## config.mk

```make
export PLATFORM = sky130hd
export DESIGN_NAME = uf_stage_guard
export DESIGN_NICKNAME = d
export VERILOG_FILES = /design/src/rtl/uf_pkg.sv /design/src/rtl/uf_ms_timer.sv /design/src/rtl/uf_volt_ok.sv /design/src/rtl/uf_stage_guard.sv
export SDC_FILE = /design/constraint.sdc
export NUM_CORES = 1
export LEC_CHECK = 0
export BUFFER_PORTS_ARGS = -buffer_cell sky130_fd_sc_hd__buf_4
export CORE_UTILIZATION = 50
export CTS_CLUSTER_DIAMETER = 50
export DETAILED_ROUTE_END_ITERATION = 6
export PLACE_DENSITY = 0.77
export SYNTH_ARGS = -nofsm -noshare
export SYNTH_HDL_FRONTEND = slang
export SYNTH_HIERARCHICAL = 1
export SYNTH_SLANG_ARGS = --single-unit
```

## constraint.sdc

```tcl
create_clock -name clk -period 2.8 [get_ports clk]
set_input_delay 0.14 -clock clk [delete_from_list [all_inputs] [get_ports clk]]
set_output_delay 0.14 -clock clk [all_outputs]
set_load 0.1 [all_outputs]
```

## src/rtl/uf_pkg.sv

```systemverilog
package uf_pkg;
    typedef enum logic [2:0] {
        ST_OFF,
        ST_QUALIFY,
        ST_ARMED,
        ST_PICKUP,
        ST_TRIP,
        ST_BLOCKED
    } uf_state_e;
endpackage

```

## src/rtl/uf_ms_timer.sv

```systemverilog
module uf_ms_timer #(
    parameter int CW = 17
) (
    input  logic          clk,
    input  logic          rst_n,
    input  logic          run,
    input  logic          tick,
    input  logic [CW-1:0] limit,
    output logic          done
);
    logic [CW-1:0] cnt_q;

    always_ff @(posedge clk or negedge rst_n) begin
        if (!rst_n) begin
            cnt_q <= '0;
        end else if (!run) begin
            cnt_q <= '0;
        end else if (tick && (cnt_q < limit)) begin
            cnt_q <= cnt_q + 1'b1;
        end
    end

    assign done = run && (cnt_q >= limit);
endmodule

```

## src/rtl/uf_volt_ok.sv

```systemverilog
module uf_volt_ok #(
    parameter int VOLT_W = 16,
    parameter int NPH    = 3
) (
    input  logic [NPH*VOLT_W-1:0] v_flat,
    input  logic [VOLT_W-1:0]     lim,
    output logic                  all_ok
);
    logic [NPH-1:0] above;

    for (genvar i = 0; i < NPH; i++) begin : g_ph
        assign above[i] = v_flat[i*VOLT_W +: VOLT_W] > lim;
    end

    assign all_ok = &above;
endmodule

```

## src/rtl/uf_stage_guard.sv

```systemverilog
module uf_stage_guard
    import uf_pkg::*;
#(
    parameter int FREQ_W = 14,
    parameter int VOLT_W = 16,
    parameter int DLY_W  = 17,
    parameter int ARM_MS = 100,
    parameter int BLK_MS = 200,
    parameter int F_LO   = 3500,
    parameter int F_HI   = 7000
) (
    input  logic              clk,
    input  logic              rst_n,
    input  logic              tick_1ms,
    input  logic [FREQ_W-1:0] freq_in,
    input  logic [FREQ_W-1:0] thr_in,
    input  logic [VOLT_W-1:0] v_ab,
    input  logic [VOLT_W-1:0] v_bc,
    input  logic [VOLT_W-1:0] v_ca,
    input  logic [VOLT_W-1:0] vblk_in,
    input  logic [DLY_W-1:0]  dly_in,
    input  logic              en_set,
    input  logic              en_bin,
    input  logic              blk_in,
    output logic              armed_o,
    output logic              blocked_o,
    output logic              trip_o
);
    localparam int NPH = 3;
    localparam logic [DLY_W-1:0]  ARM_LIM = DLY_W'(ARM_MS);
    localparam logic [DLY_W-1:0]  BLK_LIM = DLY_W'(BLK_MS);
    localparam logic [FREQ_W-1:0] LO_LIM  = FREQ_W'(F_LO);
    localparam logic [FREQ_W-1:0] HI_LIM  = FREQ_W'(F_HI);

    uf_state_e state_q, state_d;

    logic stage_en, volts_ok, abn_freq, f_above, f_below;
    logic arm_run, arm_done, dly_run, dly_done, abn_run, abn_done;

    assign stage_en = en_set && en_bin && !blk_in;
    assign abn_freq = (freq_in < LO_LIM) || (freq_in > HI_LIM);
    assign f_above  = freq_in > thr_in;
    assign f_below  = freq_in < thr_in;

    uf_volt_ok #(.VOLT_W(VOLT_W), .NPH(NPH)) u_volt (
        .v_flat (({v_ca, v_bc, v_ab})),
        .lim    (vblk_in),
        .all_ok (volts_ok)
    );

    assign arm_run = stage_en && (state_q == ST_QUALIFY) && f_above && volts_ok && !abn_freq;
    assign dly_run = stage_en && (state_q == ST_PICKUP) && f_below;
    assign abn_run = stage_en && abn_freq;

    uf_ms_timer #(.CW(DLY_W)) u_arm_tmr (
        .clk (clk), .rst_n (rst_n), .run (arm_run), .tick (tick_1ms),
        .limit (ARM_LIM), .done (arm_done)
    );

    uf_ms_timer #(.CW(DLY_W)) u_dly_tmr (
        .clk (clk), .rst_n (rst_n), .run (dly_run), .tick (tick_1ms),
        .limit (dly_in), .done (dly_done)
    );

    uf_ms_timer #(.CW(DLY_W)) u_abn_tmr (
        .clk (clk), .rst_n (rst_n), .run (abn_run), .tick (tick_1ms),
        .limit (BLK_LIM), .done (abn_done)
    );

    // Next-state selection
    always_comb begin
        state_d = state_q;
        if (!stage_en) begin
            state_d = ST_OFF;
        end else if (abn_done && (state_q != ST_OFF)) begin
            state_d = ST_BLOCKED;
        end else begin
            unique case (state_q)
                ST_OFF:     state_d = ST_QUALIFY;
                ST_QUALIFY: if (arm_done) state_d = ST_ARMED;
                ST_ARMED: begin
                    if (!volts_ok)    state_d = ST_QUALIFY;
                    else if (f_below) state_d = ST_PICKUP;
                end
                ST_PICKUP: begin
                    if (!volts_ok)     state_d = ST_QUALIFY;
                    else if (!f_below) state_d = ST_ARMED;
                    else if (dly_done) state_d = ST_TRIP;
                end
                ST_TRIP: begin
                    if (!volts_ok)     state_d = ST_QUALIFY;
                    else if (!f_below) state_d = ST_ARMED;
                end
                ST_BLOCKED: if (!abn_freq) state_d = ST_QUALIFY;
                default:    state_d = ST_OFF;
            endcase
        end
    end

    // State register
    always_ff @(posedge clk or negedge rst_n) begin
        if (!rst_n) state_q <= ST_OFF;
        else        state_q <= state_d;
    end

    // Outputs decoded from the state register
    always_comb begin
        armed_o   = 1'b0;
        blocked_o = 1'b0;
        trip_o    = 1'b0;
        unique case (state_q)
            ST_ARMED, ST_PICKUP: armed_o = 1'b1;
            ST_TRIP: begin
                armed_o = 1'b1;
                trip_o  = 1'b1;
            end
            ST_BLOCKED: blocked_o = 1'b1;
            default: ;
        endcase
    end
endmodule

```

Word-level counts from Yosys, hierarchy flattened
Index checks and enable logic that the tools add are counted.
Word-level totals
  bits of input ports: 115
  output and inout port bits: 3
  logic and storage cells: 78
  flip-flop bits (word level): 54
Cells by class
  $add $sub $neg: 3
  eq/ne operators: 13
  reductions and logical operators: 24
  mux-type cells: 21
  order comparisons: 13
Operators by type and width (count)
  17-bit 2-to-1 mux: 6
  17-bit by 1-bit adder with 17-bit output, second input constant: 3
  16-bit greater-than comparator: 3
  3-bit 2-to-1 mux: 11
  3-bit case mux with 6 select lines: 1
  17-bit >= comparator: 1
  17-bit by 7-bit >= comparator with 1-bit output, second input constant: 1
  17-bit by 8-bit >= comparator with 1-bit output, second input constant: 1
  17-bit less-than comparator: 1
  17-bit by 7-bit less-than comparator with 1-bit output, second input constant: 1
  17-bit by 8-bit less-than comparator with 1-bit output, second input constant: 1
  1-bit logical AND: 16
  14-bit by 13-bit greater-than comparator with 1-bit output, second input constant: 1
  14-bit greater-than comparator: 1
  14-bit by 12-bit less-than comparator with 1-bit output, second input constant: 1
  14-bit less-than comparator: 1
  5-bit inequality test, second input constant: 2
  3-bit by 2-bit equality test with 1-bit output, second input constant: 2
  3-bit equality test, second input constant: 2
  2-bit inequality test, second input constant: 3
  6-bit by 5-bit inequality test with 1-bit output, second input constant: 1
  5-bit AND reduction: 1
  4-bit by 3-bit inequality test with 1-bit output, second input constant: 1
  4-bit inequality test, second input constant: 1
  other kinds (8): 11

Depth between registers and ports, before layout
  word-level depth: 11
  mapped depth: 17
  mapped depth without buffers: 16

Modules after synthesis
The synthesis kept the hierarchy.
By module, submodules not included
  uf_ms_timer: cells each 158, area each 1336.3 um^2, times used 3, sequential area each 425.4 um^2
  uf_volt_ok: cells each 136, area each 1111.1 um^2, times used 1, sequential area each 0.0 um^2
  uf_stage_guard: cells each 121, area each 885.8 um^2, times used 1, sequential area each 75.1 um^2

Least setup slack after synthesis
No wires, ideal clock.
  path kind: register to register
  from: register state_q[2]
  to: register state_q[1]
  setup time: 128 ps
  cell stages (with the launch flop): 8
  required time: 2672 ps
  arrival: 3754 ps
  period minus slack after synthesis: 3881 ps
  buffers on the path: 1
  setup slack: -1081 ps
  cells stage by stage: dfrtp_1 -> buf_2 -> inv_1 -> nor3_1 -> nor2_1 -> nor4_2 -> nor4_4 -> mux2_1
Between the ends
  cells in the longest elaborated chain, start to end: 8
  elaborated cells on any way between the ends: 25
  those cells by class: eq/ne: 10; mux: 3; reduce/logical: 12
RTL lines
  from (decl): line uf_stage_guard.sv:35  | uf_state_e state_q, state_d;
  from (signal assigned): line uf_stage_guard.sv:103  | else state_q <= state_d;
  3-bit by 1-bit equality test with 1-bit output: line uf_stage_guard.sv:51, uf_stage_guard.sv:78
  1-bit logical AND (4 in a row): line uf_stage_guard.sv:51  | assign arm_run = stage_en && (state_q == ST_QUALIFY) && f_above && volts_ok && !abn_freq;
  1-bit logical AND: line uf_ms_timer.sv:23  | assign done = run && (cnt_q >= limit);
  4-bit by 3-bit inequality test with 1-bit output (no source line)
  5-bit AND reduction (no source line)
Parallel ways exist; a longest one is shown, timed or not.
A chain may end at the register's enable or synchronous reset.

Worst setup path in the final report
  from: input port vblk_in[7]
  to: register state_q[1]
Between the ends
  cells in the longest elaborated chain, start to end: 7
  elaborated cells on any way between the ends: 18
  those cells by class: order compare: 3; eq/ne: 4; mux: 6; reduce/logical: 5
RTL lines
  from (decl): line uf_stage_guard.sv:20  | input logic [VOLT_W-1:0] vblk_in,
  16-bit greater-than comparator: line uf_volt_ok.sv:12  | assign above[i] = v_flat[i*VOLT_W +: VOLT_W] > lim;
  3-bit AND reduction (*): line uf_volt_ok.sv:15  | assign all_ok = &above;
  named net volts_ok: line uf_stage_guard.sv:37  | logic stage_en, volts_ok, abn_freq, f_above, f_below;
  1-bit logical AND (2 in a row): line uf_stage_guard.sv:51
  1-bit logical AND: line uf_ms_timer.sv:23
  4-bit by 3-bit inequality test with 1-bit output (no source line)
  5-bit AND reduction (no source line)
The timed path passes the listed nets; every way through them passes the cells marked *.

==> reports/results.txt <==
outcome = complete, but fails checks
failing checks = design-rule violations, negative setup slack
final setup margin = -0.1401 ns
Synth area leader = ha_1
Routed Antenna Nets = 0
fillers = 868
routed len/inst = 15.59 microns
Mapped Cells = 731
CP top delay family = simple AND/OR/NAND/NOR gates
Synthesis Warnings = 6
Root Driver = clkbuf_16
area of the multi-input gates = 0.004711 sq mm
critical path's most frequent cell = buf_4
WP data required = 2.98 ns
power density over cell area = 256.5 mW/mm^2
global-route wire length before repair = 28,340 microns
Post-synth EDFFs = 0
GR Util All Layers = 27.30%
Worst Path Buf+Inv = 5
crit path cell chain = buf_4 -> inv_1 -> ha_1 -> buf_4 -> a21oi_1 -> o21ai_0 -> a221o_1 -> nor3_2 -> nor4_4 -> nor2b_4 -> buf_4 -> buf_4 -> nor4b_1 -> a21boi_2 -> nor4_4 -> mux2_4
DIE HEIGHT = 111.6 microns
ys flop type = dfrtp_1
clock latency at the later pin of the worst-skew pair = 0.29 ns
# rows = 39
CP Capture Type = flop
vias in the first global route = 6,446
Core Area = 0.01156 sq mm
First DRT Iteration DRCs = 313
fin crit period = 2.940 ns
Final HPWL DP = 13,100 microns
Mapped Area = 0.006006 sq mm
clock slew seen by the registers of the worst setup and hold paths = 0.07 ns
TritonCTS Buffers = 5
Worst VDD drop = 0.0001969 V
worst min path class = in2reg
max incr delay on CP = 0.35 ns
cell depth of the worst setup path = 16
initial antenna violation count = 0
clock skew = 0.009348 ns
Slew Limit Fails = 0
clk sinks = 54
Post-Route WL = 16,960 microns
R2R cell count = 12
fraction of layout cells with a size suffix above 1 = 27.83%
drt via density = 5.914
CTS H-tree depth = 2
CTS tree = done
Async SR Flop Fraction = 100.0%
final setup violation count = 3
Post-route DRC = 2
Worst setup endpoint = state_q[1]
number of library cell types mapped by synthesis = 60
largest net degree at the start of global routing = 55
Crit Path Class = in2reg
post-route cell area = 0.008242 sq mm
Diodes inserted = 0
P_leak = 3.894 nW
CP Max Fanout = 3
Worst Path Arrival = 3.12 ns
fmax = 340.1 MHz
deepest clock path buffer count = 2
register area = 0.001351 sq mm
Worst-Margin Slew = 0.6972 ns
Final Wtd Congestion = 0.9395
r2r startpoint = u_dly_tmr/cnt_q[16]
period utilisation layout = 105.0%
dpl cell area = 0.007704 sq mm
unrepaired setup endpoints after global routing = true
IO Pins = 118
FF+latch count, synth = 54
sequential fraction of the synthesis area = 22.50%
Initial Util = 51.93%
drt first pass iters = 7
Syn Area/Cell = 8.216 sq um
Max Cap Viol = 0
Setup crit start = vblk_in[7]
R2R Setup Slk = -0.11 ns
total power = 2.114 mW
crit start category = input pin
die area = 0.01245 sq mm
pre-CTS WS = -0.6312 ns
Die W = 111.6 microns
reg-to-reg endpoint = state_q[1]
area grow syn2layout = 37.23%
top-area cell type share of the netlist area = 24.17%
Slew headroom = 53.52%
largest cells by area after synthesis = ha_1 24%, dfrtp_1 23%, a21oi_1 7.8%
Final nets = 1,175
I/O Buffers = 117
GR Overflow Total = 0
DR vias = 6,434
Final Hold Fails = 0
CP max-delay cell = a221o_1
## worst min-delay path by stage
stage | from | end | depth (start not counted)
6_report | blk_in | state_q[0] | 3
5_1_grt | blk_in | state_q[0] | 3
4_1_cts | blk_in | state_q[0] | 3
3_5_place_dp | rst_n | u_dly_tmr/cnt_q[4] | 1
3_3_place_gp | rst_n | u_dly_tmr/cnt_q[4] | 1
2_1_floorplan | rst_n | state_q[0] | 0
## worst min-delay path, delay by kind of cell
family                 cells  cell delay (ns)
AO/OA/AOI/OAI              1             0.13
AND/OR/NAND/NOR            1             0.09
buffers and inverters      1             0.10
## Yosys cell counts (2+ instances only)
master	number
a21boi_0	3
clkinv_1	3
nand4b_1	2
o21bai_1	2
xnor2_1	6
nor2_1	24
buf_2	7
nor2b_1	8
nand4_1	27
a2111oi_4	3
ha_1	116
a21o_1	13
nor4_1	8
nand3b_1	2
or4_1	31
nor3_1	9
and2_1	5
or3_1	14
nand2_1	43
a2111oi_0	3
o21ai_0	28
o31ai_1	31
and4_1	4
a311oi_1	2
a22oi_1	3
nand3_2	3
clkbuf_1	11
and3_1	13
nand3_1	36
a221o_1	2
dfrtp_1	54
o211ai_1	3
a21oi_1	94
inv_1	91
conb_1	2
## final cells by class
| cell class | count | share of cell area (%) |
|---|---|---|
| multi-input combinational | 597 | 57.16 |
| timing repair buffer | 192 | 17.85 |
| sequential | 54 | 16.40 |
| inverter | 94 | 4.448 |
| tap | 143 | 2.171 |
| clock buffer | 7 | 1.609 |
| clock inverter | 1 | 0.3644 |
## flip-flops by register name, summed over array words and instances, names as in the netlist
register and count:
u_dly_tmr/cnt_q 17, u_arm_tmr/cnt_q 17, state_q 3, u_abn_tmr/cnt_q 17
## timing repair
action / CTS / global route
setup buffers: 4 / 0
hold buffers: 1 / 0
resized for setup: 19 / 33
setup endpoints to repair: 3 / 21
endpoints found under the hold margin: 54 / 0
pin swaps: 13 / 15
## power by group
part / internal [mW] / leakage [nW] / total (mW) / switching [mW]
registers: 0.781 / 0.754 / 0.782 / 0.00139
logic: 0.317 / 3.06 / 0.631 / 0.314
clock network: 0.424 / 0.0781 / 0.701 / 0.278
total: 1.52 / 3.89 / 2.11 / 0.593
## through the flow
| stage | hold slack (ns) | setup TNS [ns] | cells | utilization (%) |
|---|---|---|---|---|
| final | 0.2016 | -0.3288 | 1088 | 71.26 |
| after global placement | 0.2326 | -1.335 | 1075 | 66.61 |
| after global routing | 0.1985 | -0.8433 | 1088 | 71.26 |
| after floorplan | -0.1556 | -1.216 | 763 | - |
| after CTS | 0.1906 | -0.1099 | 1088 | 69.41 |
| after detailed placement | 0.2353 | -1.722 | 1075 | 66.61 |
## cell families after synthesis
| family | Yosys count | synth area share, % |
|---|---|---|
| DFF | 54 | 22.50 |
| adders and majority gates | 116 | 24.17 |
| muxes | 1 | 0.1875 |
| and+or+nand+nor | 237 | 22.92 |
| AOI/OAI and AO/OA | 202 | 21.94 |
| buffers and inverters | 112 | 7.146 |
| xor gates and xnor gates | 7 | 1.021 |
| other | 2 | 0.1250 |
## cell usage in the layout (no fill, tap or decap), types with 3 or more instances in the layout
| cell type | Yosys | layout |
|---|---|---|
| nor3_2 | 1 | 4 |
| nor2b_1 | 8 | 5 |
| or3_1 | 14 | 14 |
| a2111oi_4 | 3 | 4 |
| nand2_1 | 43 | 43 |
| nor2_1 | 24 | 24 |
| o211ai_1 | 3 | 3 |
| nor4_1 | 8 | 3 |
| ha_1 | 116 | 101 |
| a21oi_1 | 94 | 92 |
| dfrtp_1 | 54 | 54 |
| clkbuf_16 | 0 | 5 |
| and4_1 | 4 | 4 |
| nor4_2 | 1 | 4 |
| o21ai_0 | 28 | 28 |
| or4_1 | 31 | 31 |
| nor4_4 | 1 | 3 |
| nand3_1 | 36 | 36 |
| inv_2 | 0 | 9 |
| ha_4 | 0 | 15 |
| conb_1 | 2 | 34 |
| a21boi_0 | 3 | 3 |
| nor3_1 | 9 | 5 |
| inv_1 | 91 | 81 |
| and2_1 | 5 | 4 |
| xnor2_1 | 6 | 6 |
| and3_1 | 13 | 13 |
| o31ai_1 | 31 | 31 |
| a21o_1 | 13 | 13 |
| nand4_1 | 27 | 27 |
| buf_4 | 0 | 187 |
## routing by layer
metal / share of wire [%] / global-route usage, %
met1: 41 / 32.60
met2: 51 / 49.54
met3: 5.4 / 4.083
met4: 2.8 / 9.910
met5: 0 / 0
Power figures use the tool's default switching activity.
